--- config.mk ---
export PLATFORM = sky130hd
export DESIGN_NAME = mc_phase_tracker
export DESIGN_NICKNAME = d
export VERILOG_FILES = /design/src/rtl/mcpt_pkg.sv /design/src/rtl/mcpt_step_dec.sv /design/src/rtl/mcpt_lim_norm.sv /design/src/rtl/mcpt_sat_acc.sv /design/src/rtl/mc_phase_tracker.sv
export SDC_FILE = /design/constraint.sdc
export NUM_CORES = 1
export LEC_CHECK = 0
export BUFFER_PORTS_ARGS = -buffer_cell sky130_fd_sc_hd__buf_4
export CORE_ASPECT_RATIO = 1.25
export CORE_MARGIN = 8
export CORE_UTILIZATION = 55
export DETAILED_ROUTE_END_ITERATION = 8
export PLACE_DENSITY = 0.73
export SLEW_MARGIN = 10
export SYNTH_ARGS = -nofsm -noshare
export SYNTH_HDL_FRONTEND = slang
export SYNTH_SLANG_ARGS = --single-unit
--- constraint.sdc ---
create_clock -name clk -period 7.52 [get_ports clk]
set_input_delay 0.376 -clock clk [delete_from_list [all_inputs] [get_ports clk]]
set_output_delay 0.376 -clock clk [all_outputs]
set_load 0.05 [all_outputs]
--- src/rtl/mcpt_pkg.sv ---
package mcpt_pkg;
  typedef enum logic [1:0] {
    STEP_HOLD = 2'd0,
    STEP_UP   = 2'd1,
    STEP_DOWN = 2'd2
  } step_e;
endpackage

--- src/rtl/mcpt_step_dec.sv ---
module mcpt_step_dec
  import mcpt_pkg::*;
(
  input  logic  ref_edge,
  input  logic  fb_edge,
  output step_e step
);
  always_comb begin
    unique case ({ref_edge, fb_edge})
      2'b10:   step = STEP_UP;
      2'b01:   step = STEP_DOWN;
      default: step = STEP_HOLD;
    endcase
  end
endmodule

--- src/rtl/mcpt_lim_norm.sv ---
module mcpt_lim_norm #(
  parameter int LIM_W = 13
) (
  input  logic [LIM_W-1:0] lim_cfg,
  output logic [LIM_W-1:0] lim_eff
);
  localparam logic [LIM_W-1:0] LIM_MIN = LIM_W'(1);

  always_comb begin
    lim_eff = (lim_cfg == '0) ? LIM_MIN : lim_cfg;
  end
endmodule

--- src/rtl/mcpt_sat_acc.sv ---
module mcpt_sat_acc
  import mcpt_pkg::*;
#(
  parameter int LIM_W = 13
) (
  input  logic               clk,
  input  logic               rst,
  input  logic               clr,
  input  step_e              step,
  input  logic [LIM_W-1:0]   lim_eff,
  output logic [LIM_W:0]     diff_q,
  output logic               sat_q
);
  localparam int DW = LIM_W + 1;
  localparam int SW = DW + 1;
  localparam logic signed [SW-1:0] ONE = SW'(1);

  logic signed [SW-1:0] cur_x, sum_x, nxt_x, hi_x, lo_x;
  logic                 sat_d;

  always_comb begin
    cur_x = {diff_q[DW-1], diff_q};
    hi_x  = {2'b00, lim_eff};
    lo_x  = -hi_x;
    unique case (step)
      STEP_UP:   sum_x = cur_x + ONE;
      STEP_DOWN: sum_x = cur_x - ONE;
      default:   sum_x = cur_x;
    endcase
    if (sum_x > hi_x)      nxt_x = hi_x;
    else if (sum_x < lo_x) nxt_x = lo_x;
    else                   nxt_x = sum_x;
    sat_d = (nxt_x == hi_x) || (nxt_x == lo_x);
  end

  always_ff @(posedge clk) begin
    if (rst || clr) begin
      diff_q <= '0;
      sat_q  <= 1'b0;
    end else begin
      diff_q <= nxt_x[DW-1:0];
      sat_q  <= sat_d;
    end
  end
endmodule

--- src/rtl/mc_phase_tracker.sv ---
module mc_phase_tracker
  import mcpt_pkg::*;
#(
  parameter int LIM_W = 13
) (
  input  logic             clk,
  input  logic             rst,
  input  logic             ref_edge,
  input  logic             fb_edge,
  input  logic             trk_en,
  input  logic [LIM_W-1:0] lim_cfg,
  input  logic             lowrate_lock,
  input  logic             lock8k_mode,
  output logic [LIM_W:0]   phase_diff,
  output logic             sat
);
  logic             active;
  step_e            step;
  logic [LIM_W-1:0] lim_eff;

  assign active = trk_en && !lowrate_lock && !lock8k_mode;

  mcpt_step_dec i_dec (
    .ref_edge (ref_edge),
    .fb_edge  (fb_edge),
    .step     (step)
  );

  mcpt_lim_norm #(.LIM_W(LIM_W)) i_lim (
    .lim_cfg (lim_cfg),
    .lim_eff (lim_eff)
  );

  mcpt_sat_acc #(.LIM_W(LIM_W)) i_acc (
    .clk     (clk),
    .rst     (rst),
    .clr     (!active),
    .step    (step),
    .lim_eff (lim_eff),
    .diff_q  (phase_diff),
    .sat_q   (sat)
  );
endmodule

==> results of run 1 <==
==> worst register-to-register path, delay by kind of cell, from the launching register on <==
kind                       cells  cell delay [ps]
AOI/OAI and AO/OA              8             2410
xor gates and xnor gates       1              190
adders and majority gates      2              560
and+or+nand+nor                6             1550
muxes                          1              170
DFF                            1              560
==> layout make-up <==
type	instances	area, µm²	share of cell area [%]
multi-input combinational	385	2790	76.6
sequential	15	300	8.24
timing repair buffer	36	270	7.42
inverter	35	131	3.60
tap	85	106	2.92
clock buffer	4	45.0	1.24
==> synth_stat cells, types with 5 or more instances <==
cell type,n
nor2_1,42
nand2_1,38
inv_1,33
ha_1,29
a21oi_1,27
o21ai_0,27
xnor2_1,21
clkbuf_1,19
nor3_1,18
dfxtp_1,15
a21o_1,11
nand3_1,10
xor2_1,9
a211oi_1,8
buf_2,8
o211ai_1,8
nand4_1,7
nor2b_1,6
o21a_1,6
or3_1,6
a31oi_1,5
and3_1,5
mux2i_1,5
o211a_1,5
xnor3_1,5
==> registers in the layout, indices dropped and copies added, names as in the netlist <==
| name | count |
|---|---|
| i_acc.diff_q | 14 |
| i_acc.sat_q | 1 |
==> final timing paths <==
path	from	slack [ps]	cells past startpoint	to
max	ref_edge	1730	22	i_acc.sat_q
min	lim_cfg[11]	400	3	i_acc.diff_q[11]
max reg2reg	i_acc.diff_q[1]	1980	18	i_acc.sat_q
min reg2reg	i_acc.diff_q[0]	1000	3	i_acc.diff_q[0]
==> placed cells by master, fill, tap and decap left out, types with 4 or more instances in the layout <==
master and instances:
or3_1 6, o211ai_1 8, dfxtp_1 15, buf_4 36
xor2_1 9, nand3_1 10, xnor2_1 21, a21oi_1 27
a31oi_1 5, ha_1 29, nand4_1 7, nor2_1 42
nor3_1 18, inv_1 33, and3_1 5, o21ai_0 27
a211oi_1 8, mux2i_1 5, a211o_1 4, a21o_1 11
o21a_1 6, xnor3_1 5, or2_2 4, nand2_1 38
o211a_1 5, nor2b_1 6
==> logic make-up (layout without fill, tap and decap cells) <==
logic type / Yosys count / in the layout / share of synthesized area, %
compound gates: 140 / 140 / 30.9
fa+ha+maj: 30 / 30 / 11.1
other cells: 1 / 2 / 0.111
buf+inv: 67 / 75 / 8.42
flops: 15 / 15 / 8.91
xor+xnor: 36 / 36 / 11.6
mux: 7 / 7 / 2.23
simple gates: 170 / 170 / 26.7
==> routing by layer <==
metal	track usage [%]	routed length, µm	up-vias
met5	0	0	-
met1	28.1	4250	1670
met3	1.11	371	14
li1	-	-	1730
met2	38.8	4940	105
met4	8.54	240	0
==> power breakdown <==
part	switching [mW]	internal [mW]
clock network	0.0310	0.0376
logic	0.148	0.0942
registers	0.00768	0.0820
total	0.187	0.214
==> per-stage QoR <==
| stage | hold WS (ps) | utilization (%) | instance area (µm²) |
|---|---|---|---|
| floorplan | 512 | - | 3380 |
| global placement | 654 | 59.5 | 3600 |
| detailed placement | 657 | 59.5 | 3600 |
| CTS | 396 | 60.3 | 3640 |
| global route | 419 | 60.3 | 3640 |
| finish | 397 | 60.3 | 3640 |
==> impl_metrics.tcl, run 1 <==
set metrics [dict create \
    portBuffers 34 \
    synth_cells 466 \
    fmax_mhz 173 \
    synth_ff_type "dfxtp_1" \
    max_slew_margin_pct 41.7 \
    crit_top_cell "ha_1" \
    fin_skew_ps 3.88 \
    yosysWarnings 0 \
    htreeDepth 1 \
    power_density_mw_per_mm2 110 \
    crit_type "in2reg" \
    final-instance-count-excl-fill 560 \
    grt_usage_pct 22.5 \
    synth.top_cell.area_share_pct 10.8 \
    cp_num_buf_inv 3 \
    cts.sinks 15 \
    dieHeight_um 104 \
    cts_resized 0 \
    antennaDiodeCount 0 \
    routed_wl_um 9800 \
    detail-route-antenna-nets 0 \
    setup_viol 0 \
    grt-ovfl-total 0 \
    drc 0 \
    avgRoutedWirePerCell_um 17.5 \
    antenna_found_initial 0 \
    detailroute.via_count 3519 \
    die_w_um 86.0 \
    clock_latency_ps 250 \
    setup_tns_ps 0 \
    fillers 587 \
    dp_hpwl_um 7780 \
    max_stage_delay_ps 620 \
    cp_top_family "compound AO/OA/AOI/OAI gates" \
    placed_cells 556 \
    fin_ws_ps 1730 \
    drt-initial-drc-count 204 \
    syn_avg_cell_area_um2 7.24 \
    cts_buffers 3 \
    cts_tree "built" \
    period_minus_slack_ps 5790 \
    synth-seq-cells 15 \
    fp-row-count 32 \
    ys_top_cells_by_area "ha_1 (11%), dfxtp_1 (8.9%), xnor2_1 (5.5%)" \
    cts.reportedPaths.clkPinSlew_ps 70 \
    hold_viol_final 0 \
    worst_setup_path_start_kind "primary input" \
    drive_gt1_share_pct 13.5 \
    io_pins 35 \
    total_power_mw 0.401 \
    place_congestion 0.966 \
    root_buffer "clkbuf_8" \
    synth_area_leader_cell "ha_1" \
    post_cts_buffers 0 \
    area_delta_synth_final_pct 8.09 \
    slowest_stage "a221o_1" \
    viasPerCell 6.28 \
    seq_area_frac_synth_pct 8.91 \
    cts.path.max_buffers 2 \
    finalCritPeriodShare_pct 77.0 \
    worstMarginPinSlew_ps 867 \
    placeableCoreArea_mm2 0.00605 \
    cp_max_fo 42 \
    worstSetupEndpointType "register" \
    synth.distinct_cells 83 \
    worst_ep_arrival_time_ps 5950 \
    grt_max_degree 43 \
    cp.required_ps 7680 \
    path_cells "buf_4, inv_1, ha_1, buf_4, xor2_1, ha_1, nand4bb_1, and4_4, o41ai_1, mux2i_1, o211a_1, or2_2, ha_1, a21o_1, a2111o_1, nor3_1, a221o_1, nor3_2, or3_1, a2111oi_2, a31oi_1, o41ai_2" \
    status "finished clean" \
    grt_pass1_vias 3457 \
    synth-async-reset-ratio_pct 0 \
    synth_edf_count 0 \
    place_ws_ps 1540 \
    dr.pass1.iters 5 \
    nets 525 \
    irDropWorstVdd_mv 0.0756 \
    worstHoldPathType "in2reg" \
    die-area_mm2 0.00891 \
    drv_slew 0 \
    cts_hold_buffers 0 \
    grt_pass1_wl_um 16700 \
    synth_area_mm2 0.00337 \
    rsz0062_at_grt "no" \
    initial_core_util_pct 55.8 \
    maxCapViolations 0 \
    p_leak_nw 1.64 \
]
Power figures use the tool's default switching activity.
==> run 2: changes to the inputs <==
==> constraint.sdc (replaced) <==
create_clock -name clk -period 5.34 [get_ports clk]
set_input_delay 0.267 -clock clk [delete_from_list [all_inputs] [get_ports clk]]
set_output_delay 0.267 -clock clk [all_outputs]
set_load 0.05 [all_outputs]
==> run 2 against run 1 <==
Against the previous run:
- worst hold slack got worse by 110 ps
- critical path type is now reg2reg
- global-route usage decreased by 0.62 points
- setup slack got worse by 1300 ps
- largest power group unchanged
- design area increased by 4.2%
- via count increased by 2.2%
- sequential share of layout area decreased by 0.33 points
- largest cell class unchanged
- die area unchanged
- critical endpoint unchanged
==> impl_metrics.tcl, run 2 (synthesis gave the netlist of run 1 again) <==
set metrics [dict create \
    total_power_mw 0.586 \
    drv_slew 0 \
    routed_wl_um 9980 \
    fp-row-count 32 \
    placeableCoreArea_mm2 0.00605 \
    crit_type "reg2reg" \
    irDropWorstVdd_mv 0.0756 \
    clock_latency_ps 250 \
    drt-initial-drc-count 177 \
    maxCapViolations 0 \
    io_pins 35 \
    avgRoutedWirePerCell_um 17.4 \
    regArea_um2 300 \
    timing.hold.ws_ps 291 \
    dp_hpwl_um 8100 \
    switchingPower_mw 0.269 \
    portBuffers 34 \
    dieHeight_um 104 \
    power_density_mw_per_mm2 154 \
    largest_reg_flops 14 \
    die-area_mm2 0.00891 \
    initial_core_util_pct 55.8 \
    fin_skew_ps 1.35 \
    nets 540 \
    fin_ws_ps 470 \
    worstMarginPinSlew_ps 659 \
    detail-route-antenna-nets 0 \
    grt-ovfl-total 0 \
    viasPerCell 6.26 \
    cts.sinks 15 \
    cp_max_fo 11 \
    worst_setup_path_start_kind "register" \
    setup_viol 0 \
    drc 0 \
    antennaDiodeCount 0 \
    worst_ep_arrival_time_ps 5040 \
    dr.pass1.iters 5 \
    place_ws_ps 237 \
    status "finished clean" \
    fmax_mhz 205 \
    cts_hold_buffers 0 \
    final_core_util_pct 62.8 \
    multi_input_area_mm2 0.00283 \
    cts.reportedPaths.clkPinSlew_ps 60 \
    swShare_pct 45.9 \
    grt_usage_pct 21.9 \
    cts_tree "built" \
    p_seq_share_pct 21.3 \
    fillers 564 \
    place_congestion 1.02 \
    rsz0062_at_grt "no" \
    combPwrFrac_pct 62.5 \
    max_slew_margin_pct 55.7 \
    worstSetupEndpointType "register" \
    htreeDepth 1 \
    power.internal_mw 0.317 \
    final_cell_mix "buf_4 (51), nor2_1 (42), nand2_1 (38)" \
    clkPwrFrac_pct 16.2 \
    cp.required_ps 5510 \
    p_leak_nw 1.72 \
    grt_pass1_wl_um 16100 \
    grt_max_degree 25 \
    largestRegisters "i_acc.diff_q x14, i_acc.sat_q x1" \
    detailroute.via_count 3598 \
    cts_resized 0 \
    finalCritPeriodShare_pct 91.2 \
    root_buffer "clkbuf_8" \
    period_minus_slack_ps 4870 \
    worstHoldPathType "in2reg" \
    largest-register "i_acc.diff_q" \
    die_w_um 86.0 \
    antenna_found_initial 0 \
    cts_buffers 3 \
    post_cts_buffers 0 \
    hold_viol_final 0 \
    setup_tns_ps 0 \
    cts.path.max_buffers 2 \
    area_delta_synth_final_pct 12.7 \
    layout_commonest_cell "buf_4" \
    grt_pass1_vias 3280 \
    drive_gt1_share_pct 17.3 \
]
[run 2: final timing paths]
path / slack [ps] / to / from / cells past startpoint
setup / recovery: 470 / i_acc.sat_q / i_acc.diff_q[1] / 18
hold reg to reg: 1000 / i_acc.diff_q[0] / i_acc.diff_q[0] / 3
hold / removal: 290 / i_acc.diff_q[11] / lim_cfg[11] / 3
setup reg to reg: 470 / i_acc.sat_q / i_acc.diff_q[1] / 18
[run 2: layout make-up]
class | instances | area share (%)
Tap cell | 85 | 2.80
Timing Repair Buffer | 51 | 10.1
Inverter | 35 | 3.46
Sequential cell | 15 | 7.91
Multi-Input combinational cell | 385 | 74.5
Clock buffer | 3 | 1.09
Clock inverter | 1 | 0.132
[run 2: critical path, cell delays in order (launching register included)]
cell	delay [ps]
dfxtp_1	530
xor2_1	200
ha_2	230
nand4bb_1	150
and4_4	260
o41ai_2	300
mux2i_1	150
o211a_1	270
or2_2	350
ha_4	250
a21o_1	170
a2111o_1	430
nor3_2	240
a221o_1	210
nor3_2	50
or3_1	360
a2111oi_2	390
a31oi_1	150
o41ai_2	70
[run 2: power groups by stage]
| stage | Clock [mW] | Sequential, mW | Combinational (mW) |
|---|---|---|---|
| floorplan | 0 | 0.133 | 0.259 |
| global placement | 0 | 0.127 | 0.354 |
| detailed placement | 0 | 0.127 | 0.359 |
| CTS | 0.0949 | 0.125 | 0.361 |
| global route | 0.0990 | 0.126 | 0.400 |
| finish | 0.0949 | 0.125 | 0.366 |
[run 2: layer usage]
metal | vias up | part of all wire [%] | routed length, µm | GRT usage, %
met5 | - | 0 | 0 | 0
met4 | 0 | 3.7 | 365 | 9.67
met3 | 32 | 4.9 | 486 | 1.42
met2 | 153 | 49 | 4920 | 37.5
met1 | 1656 | 42 | 4200 | 26.9
li1 | 1757 | - | - | -
[run 2: metrics by stage]
step           instance area, µm²  instances
2_1_floorplan                3430        467
3_3_place_gp                 3750        571
3_5_place_dp                 3750        571
4_1_cts                      3800        575
5_1_grt                      3800        575
6_report                     3800        575
==> run 3: changes to the inputs <==
--- a/config.mk
+++ b/config.mk
@@ -6,11 +6,13 @@
 export NUM_CORES = 1
 export LEC_CHECK = 0
 export BUFFER_PORTS_ARGS = -buffer_cell sky130_fd_sc_hd__buf_4
+export CELL_PAD_IN_SITES_DETAIL_PLACEMENT = 0
+export CELL_PAD_IN_SITES_GLOBAL_PLACEMENT = 1
 export CORE_ASPECT_RATIO = 1.25
 export CORE_MARGIN = 8
-export CORE_UTILIZATION = 55
+export CORE_UTILIZATION = 45
 export DETAILED_ROUTE_END_ITERATION = 8
-export PLACE_DENSITY = 0.73
+export PLACE_DENSITY = 0.81
 export SLEW_MARGIN = 10
 export SYNTH_ARGS = -nofsm -noshare
 export SYNTH_HDL_FRONTEND = slang
==> run 3 against run 2 <==
Against the previous run:
- via count fell by 0.11%
- critical endpoint unchanged
- worst hold slack got worse by 0.80 ps
- maximum frequency fell by 0.32%
- first-iteration DRC count rose by 5.1%
- sequential cell count did not move
- critical path depth rose by 2
- largest power group unchanged
- global-route usage fell by 2.3 points
- routed wire length rose by 4.1%
- design area rose by 0.30%
- register-to-register slack barely moved
- utilization fell by 11 points
- cell count rose by 1.2%
==> impl_metrics.tcl, run 3 (synthesis gave the netlist of run 1 again) <==
set metrics [dict create \
    fillers 741 \
    final-instance-count-excl-fill 582 \
    worstSetupEndpointType "register" \
    drt-initial-drc-count 186 \
    layout_commonest_cell "buf_4" \
    placed_cells 578 \
    cts_tree "built" \
    final_cell_mix "buf_4 (51), nor2_1 (42), nand2_1 (38)" \
    power_density_mw_per_mm2 155 \
    grt_pass1_wl_um 16900 \
    max_stage_delay_ps 500 \
    drive_gt1_share_pct 17.3 \
    area_delta_synth_final_pct 13.0 \
    max_slew_margin_pct 57.8 \
    critPathCapture "i_acc.sat_q" \
    largest-register "i_acc.diff_q" \
    place_ws_ps 254 \
    detail-route-antenna-nets 0 \
    grt-ovfl-total 0 \
    cp_top_family "compound AO/OA/AOI/OAI gates" \
    dp_hpwl_um 8370 \
    final_area_mm2 0.00381 \
    portBuffers 34 \
    die-area_mm2 0.0105 \
    routed_wl_um 10400 \
    p_leak_nw 1.72 \
    cts_resized 0 \
    dieHeight_um 113 \
    place_congestion 0.980 \
    placeableCoreArea_mm2 0.00731 \
    slowest_stage "or4_1" \
    cp_max_fo 23 \
    viasPerCell 6.18 \
    cp_num_buf_inv 3 \
    worst_ep_arrival_time_ps 5040 \
    cts.path.max_buffers 2 \
    drc 0 \
    io_pins 35 \
    nets 540 \
    antenna_found_initial 0 \
    initial_core_util_pct 46.1 \
    grt_pass1_vias 3411 \
    drv_slew 0 \
    period_minus_slack_ps 4890 \
    rsz0062_at_grt "no" \
    status "finished clean" \
    worstHoldPathType "in2reg" \
    setup_tns_ps 0 \
    fin_ws_ps 455 \
    crit_cells 20 \
    worstMarginPinSlew_ps 628 \
    cts.reportedPaths.clkPinSlew_ps 70 \
    grt_usage_pct 19.6 \
    hold_viol_final 0 \
    post_cts_buffers 0 \
    cts.sinks 15 \
    clock_latency_ps 250 \
    detailroute.via_count 3594 \
    startpoint "ref_edge" \
    reg2regPathDepth 18 \
    fmax_mhz 205 \
    path_cells "buf_4, inv_1, ha_4, buf_4, and3b_1, a221oi_1, a211oi_1, or4_1, o211a_1, or2_2, ha_4, a21o_1, a2111o_1, nor3_2, a221o_1, nor3_2, or3_1, a2111oi_2, a31oi_1, o41ai_2" \
    cts_buffers 3 \
    r2r_slack_ps 460 \
    worstReg2RegEnd "i_acc.sat_q" \
    grt_max_degree 24 \
    timing.hold.ws_ps 290 \
    maxCapViolations 0 \
    avgRoutedWirePerCell_um 17.9 \
    largestRegisters "i_acc.diff_q x14, i_acc.sat_q x1" \
    dpl-instance-area_mm2 0.00376 \
    cp.required_ps 5500 \
    largest_reg_flops 14 \
    die_w_um 93.4 \
    finalCritPeriodShare_pct 91.5 \
    antennaDiodeCount 0 \
    irDropWorstVdd_mv 0.0968 \
    root_buffer "clkbuf_8" \
    htreeDepth 1 \
    dr.pass1.iters 5 \
    fin_skew_ps 2.94 \
    cts_hold_buffers 0 \
    setup_viol 0 \
    worst_setup_path_start_kind "primary input" \
    crit_type "in2reg" \
    rr_startpoint "i_acc.diff_q[1]" \
    fp-row-count 35 \
]
-- run 3: final cells by class --
cell class                 instances  area, µm²  area share, %
clock buffer                       3       41.3           1.08
inverter                          35        131           3.45
clock inverter                     1       7.51          0.197
timing repair buffer              51        383           10.0
multi-input combinational        385       2830           74.3
sequential                        15        300           7.88
tap                               92        115           3.02
-- run 3: per-layer routing --
metal,track usage [%],part of all wire (%)
met1,24.4,43
met2,34.3,51
met3,0.596,3.9
met4,7.65,2.3
met5,0,0
-- run 3: power breakdown --
group | total [mW] | internal (mW) | switching (mW) | leakage, nW
clock | 0.0986 | 0.0525 | 0.0461 | 0.0217
combinational | 0.365 | 0.149 | 0.216 | 1.58
sequential | 0.126 | 0.115 | 0.0101 | 0.121
total | 0.590 | 0.317 | 0.272 | 1.72
-- run 3: worst reg2reg max path, stage by stage (launching register included) --
cell and delay (ps):
dfxtp_1 540, xor2_1 190, ha_2 220, nand4bb_1 160
and4_4 270, o41ai_2 300, mux2i_1 150, o211a_1 270
or2_2 350, ha_4 250, a21o_1 170, a2111o_1 430
nor3_2 240, a221o_1 210, nor3_2 60, or3_1 360
a2111oi_2 360, a31oi_1 150, o41ai_2 80
-- run 3: through the flow --
stage	total power [mW]	util (%)
global route	0.631	52.1
global placement	0.485	51.4
floorplan	0.392	-
CTS	0.586	52.1
detailed placement	0.487	51.4
finish	0.590	52.1
-- run 3: worst min path at each step --
stage / endpoint / depth (start not counted) / slack [ps] / start
2_1_floorplan: i_acc.diff_q[11] / 2 / 400 / lim_cfg[11]
3_3_place_gp: i_acc.diff_q[3] / 3 / 550 / lim_cfg[3]
3_5_place_dp: i_acc.diff_q[11] / 3 / 560 / lim_cfg[11]
4_1_cts: i_acc.diff_q[11] / 3 / 290 / lim_cfg[11]
5_1_grt: i_acc.diff_q[11] / 3 / 300 / lim_cfg[11]
6_report: i_acc.diff_q[11] / 3 / 290 / lim_cfg[11]
